<file path="config.mk">
export PLATFORM = sky130hd
export DESIGN_NAME = adc_spi_seq
export DESIGN_NICKNAME = d
export VERILOG_FILES = /design/src/rtl/adc_seq_pkg.sv /design/src/rtl/seq_sync.sv /design/src/rtl/seq_out_shift.sv /design/src/rtl/seq_frame_fsm.sv /design/src/rtl/adc_spi_seq.sv
export SDC_FILE = /design/constraint.sdc
export NUM_CORES = 1
export LEC_CHECK = 0
export BUFFER_PORTS_ARGS = -buffer_cell sky130_fd_sc_hd__buf_2
export CORE_UTILIZATION = 50
export DETAILED_ROUTE_END_ITERATION = 8
export MAX_ROUTING_LAYER = met4
export PLACE_DENSITY = 0.76
export SLEW_MARGIN = 5
export SYNTH_ARGS = -nofsm -noshare
export SYNTH_HDL_FRONTEND = slang
export SYNTH_HIERARCHICAL = 1
export SYNTH_SLANG_ARGS = --single-unit
</file>
<file path="constraint.sdc">
create_clock -name clk -period 2.4 [get_ports clk]
set_clock_uncertainty 0.2 [all_clocks]
set_input_delay 0.12 -clock clk [delete_from_list [all_inputs] [get_ports clk]]
set_output_delay 0.12 -clock clk [all_outputs]
set_load 0.1 [all_outputs]
</file>
<file path="src/rtl/adc_seq_pkg.sv">
package adc_seq_pkg;

    localparam int CMD_W = 8;
    localparam int CH_W  = 3;

    typedef enum logic [2:0] {
        ST_IDLE,
        ST_CMD,
        ST_ACQ,
        ST_CONV,
        ST_XFER,
        ST_TAIL
    } seq_state_t;

    // low five command bits, in their wire order
    typedef struct packed {
        logic [1:0] scan;
        logic [1:0] pwr;
        logic       clk_int;
    } cfg_t;

endpackage

</file>
<file path="src/rtl/seq_sync.sv">
module seq_sync #(
    parameter int   STAGES  = 2,
    parameter logic RST_VAL = 1'b0
) (
    input  logic clk,
    input  logic rst_n,
    input  logic pin,
    output logic level
);

    logic [STAGES-1:0] pipe;

    always_ff @(posedge clk or negedge rst_n) begin
        if (!rst_n) begin
            pipe <= {STAGES{RST_VAL}};
        end else begin
            pipe <= {pipe[STAGES-2:0], pin};
        end
    end

    assign level = pipe[STAGES-1];

endmodule

</file>
<file path="src/rtl/seq_out_shift.sv">
module seq_out_shift #(
    parameter int W = 16
) (
    input  logic         clk,
    input  logic         rst_n,
    input  logic         clear,
    input  logic         load,
    input  logic         shift,
    input  logic         valid,
    input  logic [W-1:0] data,
    output logic         bit_out
);

    logic [W-1:0] sr;

    always_ff @(posedge clk or negedge rst_n) begin
        if (!rst_n) begin
            sr <= '0;
        end else if (clear) begin
            sr <= '0;
        end else if (load) begin
            sr <= valid ? data : '0;
        end else if (shift) begin
            sr <= {sr[W-2:0], 1'b0};
        end
    end

    assign bit_out = sr[W-1];

endmodule

</file>
<file path="src/rtl/seq_frame_fsm.sv">
module seq_frame_fsm
    import adc_seq_pkg::*;
#(
    parameter int RES_W      = 16,
    parameter int WIDE_EXTRA = 8
) (
    input  logic            clk,
    input  logic            rst_n,
    input  logic            cs_fall,
    input  logic            cs_rise,
    input  logic            sck_rise,
    input  logic            sck_fall,
    input  logic            din_lvl,
    input  logic            wide,
    output logic [CH_W-1:0] chan_sel,
    output logic            chan_stb,
    output logic            sample_stb,
    output logic            load_stb,
    output logic            shift_stb,
    output logic            clear_stb,
    output logic            converting,
    output logic [1:0]      scan_sel,
    output logic            int_clk,
    output logic [1:0]      pd_mode,
    output logic            shutdown
);

    localparam int LOAD_N      = CMD_W;
    localparam int LOAD_W      = CMD_W + WIDE_EXTRA;
    localparam int SAMPLE_LEAD = 2;
    localparam int CNT_W       = $clog2(LOAD_W + RES_W + 1) + 1;
    localparam int CFG_W       = $bits(cfg_t);
    localparam int SR_W        = CFG_W - 1;
    localparam logic [CNT_W-1:0] CNT_MAX = '1;

    seq_state_t       state, nxt;
    logic [CNT_W-1:0] rise_cnt;
    logic [CNT_W-1:0] load_edge, sample_edge, tail_edge;
    logic [SR_W-1:0]  cmd_sr;
    cfg_t             cfg_q;
    logic             at_chan, at_cfg, at_sample, at_load, at_tail;

    assign load_edge   = wide ? CNT_W'(LOAD_W) : CNT_W'(LOAD_N);
    assign sample_edge = load_edge - CNT_W'(SAMPLE_LEAD);
    assign tail_edge   = load_edge + CNT_W'(RES_W);

    assign at_chan   = sck_rise && (rise_cnt == CNT_W'(CH_W - 1));
    assign at_cfg    = sck_rise && (rise_cnt == CNT_W'(CMD_W - 1));
    assign at_sample = sck_fall && (rise_cnt == sample_edge);
    assign at_load   = sck_fall && (rise_cnt == load_edge);
    assign at_tail   = sck_fall && (rise_cnt == tail_edge);

    always_ff @(posedge clk or negedge rst_n) begin
        if (!rst_n) begin
            state <= ST_IDLE;
        end else begin
            state <= nxt;
        end
    end

    always_comb begin
        nxt = state;
        unique case (state)
            ST_IDLE: if (cs_fall)  nxt = ST_CMD;
            ST_CMD:  if (cs_rise)  nxt = ST_IDLE;
                     else if (at_chan)   nxt = ST_ACQ;
            ST_ACQ:  if (cs_rise)  nxt = ST_IDLE;
                     else if (at_sample) nxt = ST_CONV;
            ST_CONV: if (cs_rise)  nxt = ST_IDLE;
                     else if (at_load)   nxt = ST_XFER;
            ST_XFER: if (cs_rise)  nxt = ST_IDLE;
                     else if (at_tail)   nxt = ST_TAIL;
            ST_TAIL: if (cs_rise)  nxt = ST_IDLE;
            default: nxt = ST_IDLE;
        endcase
    end

    always_ff @(posedge clk or negedge rst_n) begin
        if (!rst_n) begin
            rise_cnt   <= '0;
            cmd_sr     <= '0;
            cfg_q      <= '0;
            chan_sel   <= '0;
            chan_stb   <= 1'b0;
            sample_stb <= 1'b0;
            load_stb   <= 1'b0;
            shift_stb  <= 1'b0;
            clear_stb  <= 1'b0;
            converting <= 1'b0;
            pd_mode    <= '0;
            shutdown   <= 1'b1;
        end else begin
            chan_stb   <= (state == ST_CMD)  && at_chan;
            sample_stb <= (state == ST_ACQ)  && at_sample;
            load_stb   <= (state == ST_CONV) && at_load;
            shift_stb  <= ((state == ST_XFER) || (state == ST_TAIL)) && sck_fall;
            clear_stb  <= cs_rise;
            shutdown   <= (nxt == ST_IDLE);

            if (cs_fall) begin
                rise_cnt <= '0;
            end else if (sck_rise && (state != ST_IDLE) && (rise_cnt != CNT_MAX)) begin
                rise_cnt <= rise_cnt + CNT_W'(1);
            end

            if (sck_rise && (state != ST_IDLE) && (rise_cnt < CNT_W'(CMD_W))) begin
                cmd_sr <= {cmd_sr[SR_W-2:0], din_lvl};
            end

            if ((state == ST_CMD) && at_chan) begin
                chan_sel <= {cmd_sr[CH_W-2:0], din_lvl};
            end

            if ((state != ST_IDLE) && at_cfg) begin
                cfg_q <= cfg_t'({cmd_sr, din_lvl});
            end

            if (cs_rise) begin
                pd_mode <= cfg_q.pwr;
            end

            if (cs_rise || ((state == ST_CONV) && at_load)) begin
                converting <= 1'b0;
            end else if ((state == ST_ACQ) && at_sample) begin
                converting <= 1'b1;
            end
        end
    end

    assign scan_sel = cfg_q.scan;
    assign int_clk  = cfg_q.clk_int;

endmodule

</file>
<file path="src/rtl/adc_spi_seq.sv">
module adc_spi_seq
    import adc_seq_pkg::*;
#(
    parameter int RES_W       = 16,
    parameter int WIDE_EXTRA  = 8,
    parameter int SYNC_STAGES = 2
) (
    input  logic             clk,
    input  logic             rst_n,
    input  logic             sclk,
    input  logic             cs_n,
    input  logic             din,
    input  logic             wide_frame,
    input  logic [RES_W-1:0] res_data,
    input  logic             res_valid,
    output logic             dout,
    output logic             dout_oe,
    output logic [CH_W-1:0]  chan_sel,
    output logic             chan_stb,
    output logic             sample_stb,
    output logic             converting,
    output logic [1:0]       scan_sel,
    output logic             int_clk,
    output logic [1:0]       pd_mode,
    output logic             shutdown
);

    localparam int         N_PINS   = 3;
    localparam logic [2:0] SYNC_RST = 3'b010;

    logic [N_PINS-1:0] pin_raw, pin_lvl;
    logic sck_lvl, cs_lvl, din_lvl;
    logic sck_prev, cs_prev;
    logic sck_rise, sck_fall, cs_rise, cs_fall;
    logic load_stb, shift_stb, clear_stb, sh_bit;

    assign pin_raw = {din, cs_n, sclk};

    for (genvar g = 0; g < N_PINS; g++) begin : g_sync
        seq_sync #(
            .STAGES (SYNC_STAGES),
            .RST_VAL(SYNC_RST[g])
        ) u_sync (
            .clk  (clk),
            .rst_n(rst_n),
            .pin  (pin_raw[g]),
            .level(pin_lvl[g])
        );
    end

    assign sck_lvl = pin_lvl[0];
    assign cs_lvl  = pin_lvl[1];
    assign din_lvl = pin_lvl[2];

    always_ff @(posedge clk or negedge rst_n) begin
        if (!rst_n) begin
            cs_prev  <= 1'b1;
            sck_prev <= 1'b0;
        end else begin
            cs_prev  <= cs_lvl;
            sck_prev <= sck_lvl;
        end
    end

    assign sck_rise =  sck_lvl & ~sck_prev;
    assign sck_fall = ~sck_lvl &  sck_prev;
    assign cs_rise  =  cs_lvl  & ~cs_prev;
    assign cs_fall  = ~cs_lvl  &  cs_prev;

    seq_frame_fsm #(
        .RES_W     (RES_W),
        .WIDE_EXTRA(WIDE_EXTRA)
    ) u_fsm (
        .clk       (clk),
        .rst_n     (rst_n),
        .cs_fall   (cs_fall),
        .cs_rise   (cs_rise),
        .sck_rise  (sck_rise),
        .sck_fall  (sck_fall),
        .din_lvl   (din_lvl),
        .wide      (wide_frame),
        .chan_sel  (chan_sel),
        .chan_stb  (chan_stb),
        .sample_stb(sample_stb),
        .load_stb  (load_stb),
        .shift_stb (shift_stb),
        .clear_stb (clear_stb),
        .converting(converting),
        .scan_sel  (scan_sel),
        .int_clk   (int_clk),
        .pd_mode   (pd_mode),
        .shutdown  (shutdown)
    );

    seq_out_shift #(
        .W(RES_W)
    ) u_shift (
        .clk    (clk),
        .rst_n  (rst_n),
        .clear  (clear_stb),
        .load   (load_stb),
        .shift  (shift_stb),
        .valid  (res_valid),
        .data   (res_data),
        .bit_out(sh_bit)
    );

    assign dout_oe = ~cs_lvl;
    assign dout    = dout_oe & sh_bit;

endmodule

</file>
==> results.md <==
- Run status: finished, final reports clean
- Synthesized instance count: 219
- Proportion of layout cells with a drive suffix above 1: 29.8%
- Maximum count of clock buffers along a single path: 2
- XOR/XNOR Fraction of Synth Area: 1.72%
- Number of I/O pins: 37
- Placed inst area: 2770 um^2
- Simple-Gate Fraction of Synth Area: 14.5%
- Count of flip-flops with a built-in enable after synthesis: 0
- CTS HTree Levels: 2
- Launching element type of the critical path: flip-flop
- Final Core Density: 63.4%
- DR DRC count: 0
- Most common cell after layout, fill and taps aside: dfrtp_1
- Final worst-path cycle share: 94.8%
- TNS Setup: 0 ns
- Worst Path Max Fanout: 6
- Power Dens Cells: 720 nW/um^2
- Cell internal power dissipation: 1.44 mW
- 1st-iter DRT viols: 104
- Distinct cell type count of the synthesized netlist: 55
- Final Instance Area: 3050 um^2
- Finish-stage setup viols: 0
- Critical Path RT: 2.41 ns
- Placed instance count: 315
- Wire length of the first global-routing pass: 7230 um
- Cell family with most CP delay: simple AND/OR/NAND/NOR gates
- Clock tree from TritonCTS: done
- Type of element capturing the critical path: flip-flop
- Detailed-route wire length: 4600 um
- Height of the die: 73.4 um
- Worst-Margin Slew: 0.602 ns
- Die area: 5380 um^2
- Gpl congestion: 0.848
- Max Fclk: 440 MHz
- Final max-slew violation count: 0
- Setup repair after global routing missed its margin: false
- FF+latch count, synth: 55
- CTS root buf: clkbuf_8
- Switching share of power: 34.6%
- Data arrival time of the critical path: 2.28 ns
- Ys async rst share: 100%
- Minimum setup slack after placement: 0.149 ns
- Largest cells by area after synthesis: dfrtp_1 (50%), mux2_2 (4.9%), dfstp_2 (4.1%)
- Number of failing hold endpoints at the final stage: 0
- Biggest cell delay along the critical path: 0.60 ns
- Fraction of the yosys area taken by sequential cells: 54.3%
- Count of TritonRoute iterations in the first routing pass: 4
- Total of max-cap violations: 0
- Finished Layout Cells: 342
- Mux cell area share after synthesis: 10.6%
- Net count reported at finish: 301
- Max VDD drop: 0.000389 V
- Aggregate global routing overflow: 0
- HP Class: primary input to flip-flop
- Psw: 761 uW
- Sequential group share of total power: 51.3%
- Core region area: 4820 um^2
- Dominant synthesized flop cell: dfrtp_1
- Post-synthesis instance area: 2550 um^2
- Share of total power in combinational logic: 26.8%
- Total leakage power: 1.42 nW
- CTS buffer count: 5
- Main combinational cell family by area after synthesis: simple AND/OR/NAND/NOR gates
- Synth-to-layout area growth: 19.9%
- CP max-delay cell: or4b_4
- Max-Slew Margin vs Limit: 59.9%
- FP Rows: 25
- Critical path cell sequence: or4_4, or4b_4, a221oi_4, a2111oi_2
- Crit path kind: flip-flop to flip-flop
- Clock power share: 21.8%
- Count of synthesis-stage warnings from yosys: 6
- Vias after detailed routing: 1747
- Number of antenna violations at the first check in global routing: 0
- Clock transition at the registers of the reported paths: 0.09 ns
- Crit path setup slack, layout: 0.126 ns
- Minimum clock period after layout: 2.27 ns
- Crit path buffers/inverters: 0
- Average size of a mapped cell: 11.6 um^2
- Net count of the mapped netlist: 245
- Half-perimeter wire length of the detailed placement result: 3090 um
- Highest-count cells in the layout ignoring fill and taps: dfrtp_1 (51), buf_2 (36), dlygate4sd3_1 (20)
- Adder-cell share of the synthesized area: 1.47%
- Maximum number of pins on one net before global-route repair: 56
- Clock insertion delay at the later pin of the skew report: 0.30 ns
- Horizontal extent of the die: 73.4 um
- Sinks on Clock Net: 55
- Share of the synthesized area in the top cell type: 50.1%
- Starting utilization of the core area: 52.9%
- Port-buffer cells: 36
- Fraction of the mapped netlist area in compound gates: 11.8%
- Post-DRT Antenna Nets: 0
- Routed vias/inst: 5.11
- GRT Resource Usage Total: 18.4%
- Vias in the first global route: 1616
- Number of antenna cells inserted: 0
- Largest area contributor in the synthesized netlist: dfrtp_1
- Post-DR wirelength/cell: 13.5 um
==> stage by stage <==
step	total power, mW	hold WS [ns]
after global routing	2.31	0.142
after global placement	1.70	-0.0645
after detailed placement	1.71	-0.0607
after floorplan	1.58	-0.376
after CTS	2.21	0.0931
final	2.20	0.106
==> sequential cells by signal (all words and copies together) (netlist names) <==
name and flops:
u_fsm/chan_stb 1, u_fsm/scan_sel 2, u_fsm/chan_sel 3, u_fsm/shift_stb 1
u_fsm/int_clk 1, sck_prev 1, cs_prev 1, u_fsm/shutdown 1
u_fsm/load_stb 1, u_fsm/cfg_q 2, u_shift/sr 16, u_fsm/converting 1
g_sync.u_sync/pipe 6, u_fsm/pd_mode 2, u_fsm/rise_cnt 7, u_fsm/state 3
u_fsm/cmd_sr 4, u_fsm/sample_stb 1, u_fsm/clear_stb 1
==> cell type report <==
type / instances / area (um^2)
fill: 404 / 1770
clock inverter: 2 / 13.8
tap: 67 / 83.8
clock buffer: 5 / 68.8
timing repair buffer: 63 / 445
sequential: 55 / 1380
inverter: 10 / 37.5
multi-input combinational: 140 / 1020
==> metal layers <==
metal	GRT usage [%]	part of all wire, %	vias to the layer above
met1	22.9	46	835
met5	-	0	-
met4	7.05	1.2	0
met2	29.9	49	35
met3	3.43	3.5	5
li1	-	-	872
==> worst reg2reg max path, stage by stage, from the launching register on <==
cell and delay (ns):
dfrtp_1 0.45, or4_4 0.57, or4b_4 0.60, a221oi_4 0.29, a2111oi_2 0.07
==> synthesized netlist by cell type (2+ instances only) <==
| cell type | n |
|---|---|
| dfstp_2 | 4 |
| nor2b_1 | 3 |
| nor2_1 | 15 |
| ha_1 | 3 |
| mux2_4 | 3 |
| dfrtp_1 | 51 |
| nand2b_1 | 4 |
| mux2_2 | 11 |
| inv_1 | 10 |
| buf_4 | 3 |
| nand3b_1 | 3 |
| buf_6 | 3 |
| a21oi_1 | 10 |
| o21ai_0 | 16 |
| clkbuf_1 | 3 |
| and2b_2 | 3 |
| nand2_1 | 15 |
| o41ai_1 | 2 |
| or2_2 | 2 |
| a31oi_1 | 2 |
| buf_2 | 3 |
| a311oi_1 | 2 |
| mux2i_1 | 10 |
| nand3_1 | 4 |
| xnor2_1 | 4 |
==> kinds of logic (layout without fill, tap and decap cells) <==
logic type	count (synthesis)	in the layout
flops	55	55
simple gates	65	65
fa+ha+maj	3	3
buf+inv	24	80
mux	24	24
compound gates	43	43
xor+xnor	5	5
==> path summary, 6_finish.rpt <==
path	from	endpoint	slack (ns)	cells past startpoint
max	u_fsm/rise_cnt[3]	u_fsm/shutdown	0.13	4
min	wide_frame	u_fsm/sample_stb	0.11	4
max reg2reg	u_fsm/rise_cnt[3]	u_fsm/shutdown	0.13	4
min reg2reg	g_sync[0].u_sync/pipe[0]	g_sync[0].u_sync/pipe[1]	0.16	0
max in group asynchronous	rst_n	u_fsm/shutdown	1.58	3
min in group asynchronous	rst_n	u_shift/sr[13]	0.13	3
==> power groups by stage <==
stage                     Clock (mW)  Combinational, mW  Sequential, mW
after CTS                      0.491              0.592            1.13
after floorplan                    0              0.237            1.34
final                          0.480              0.590            1.13
after global routing           0.524              0.631            1.15
after detailed placement           0              0.567            1.14
after global placement             0              0.561            1.14
==> repair_timing <==
action / in CTS / in global routing
setup buffers: 0 / 0
hold buffers: 20 / 0
endpoints found under the setup margin: 0 / 1
hold endpoints to repair: 74 / 0
gates resized for setup: 0 / 1
Note: power is estimated with default switching activity, not from simulation.
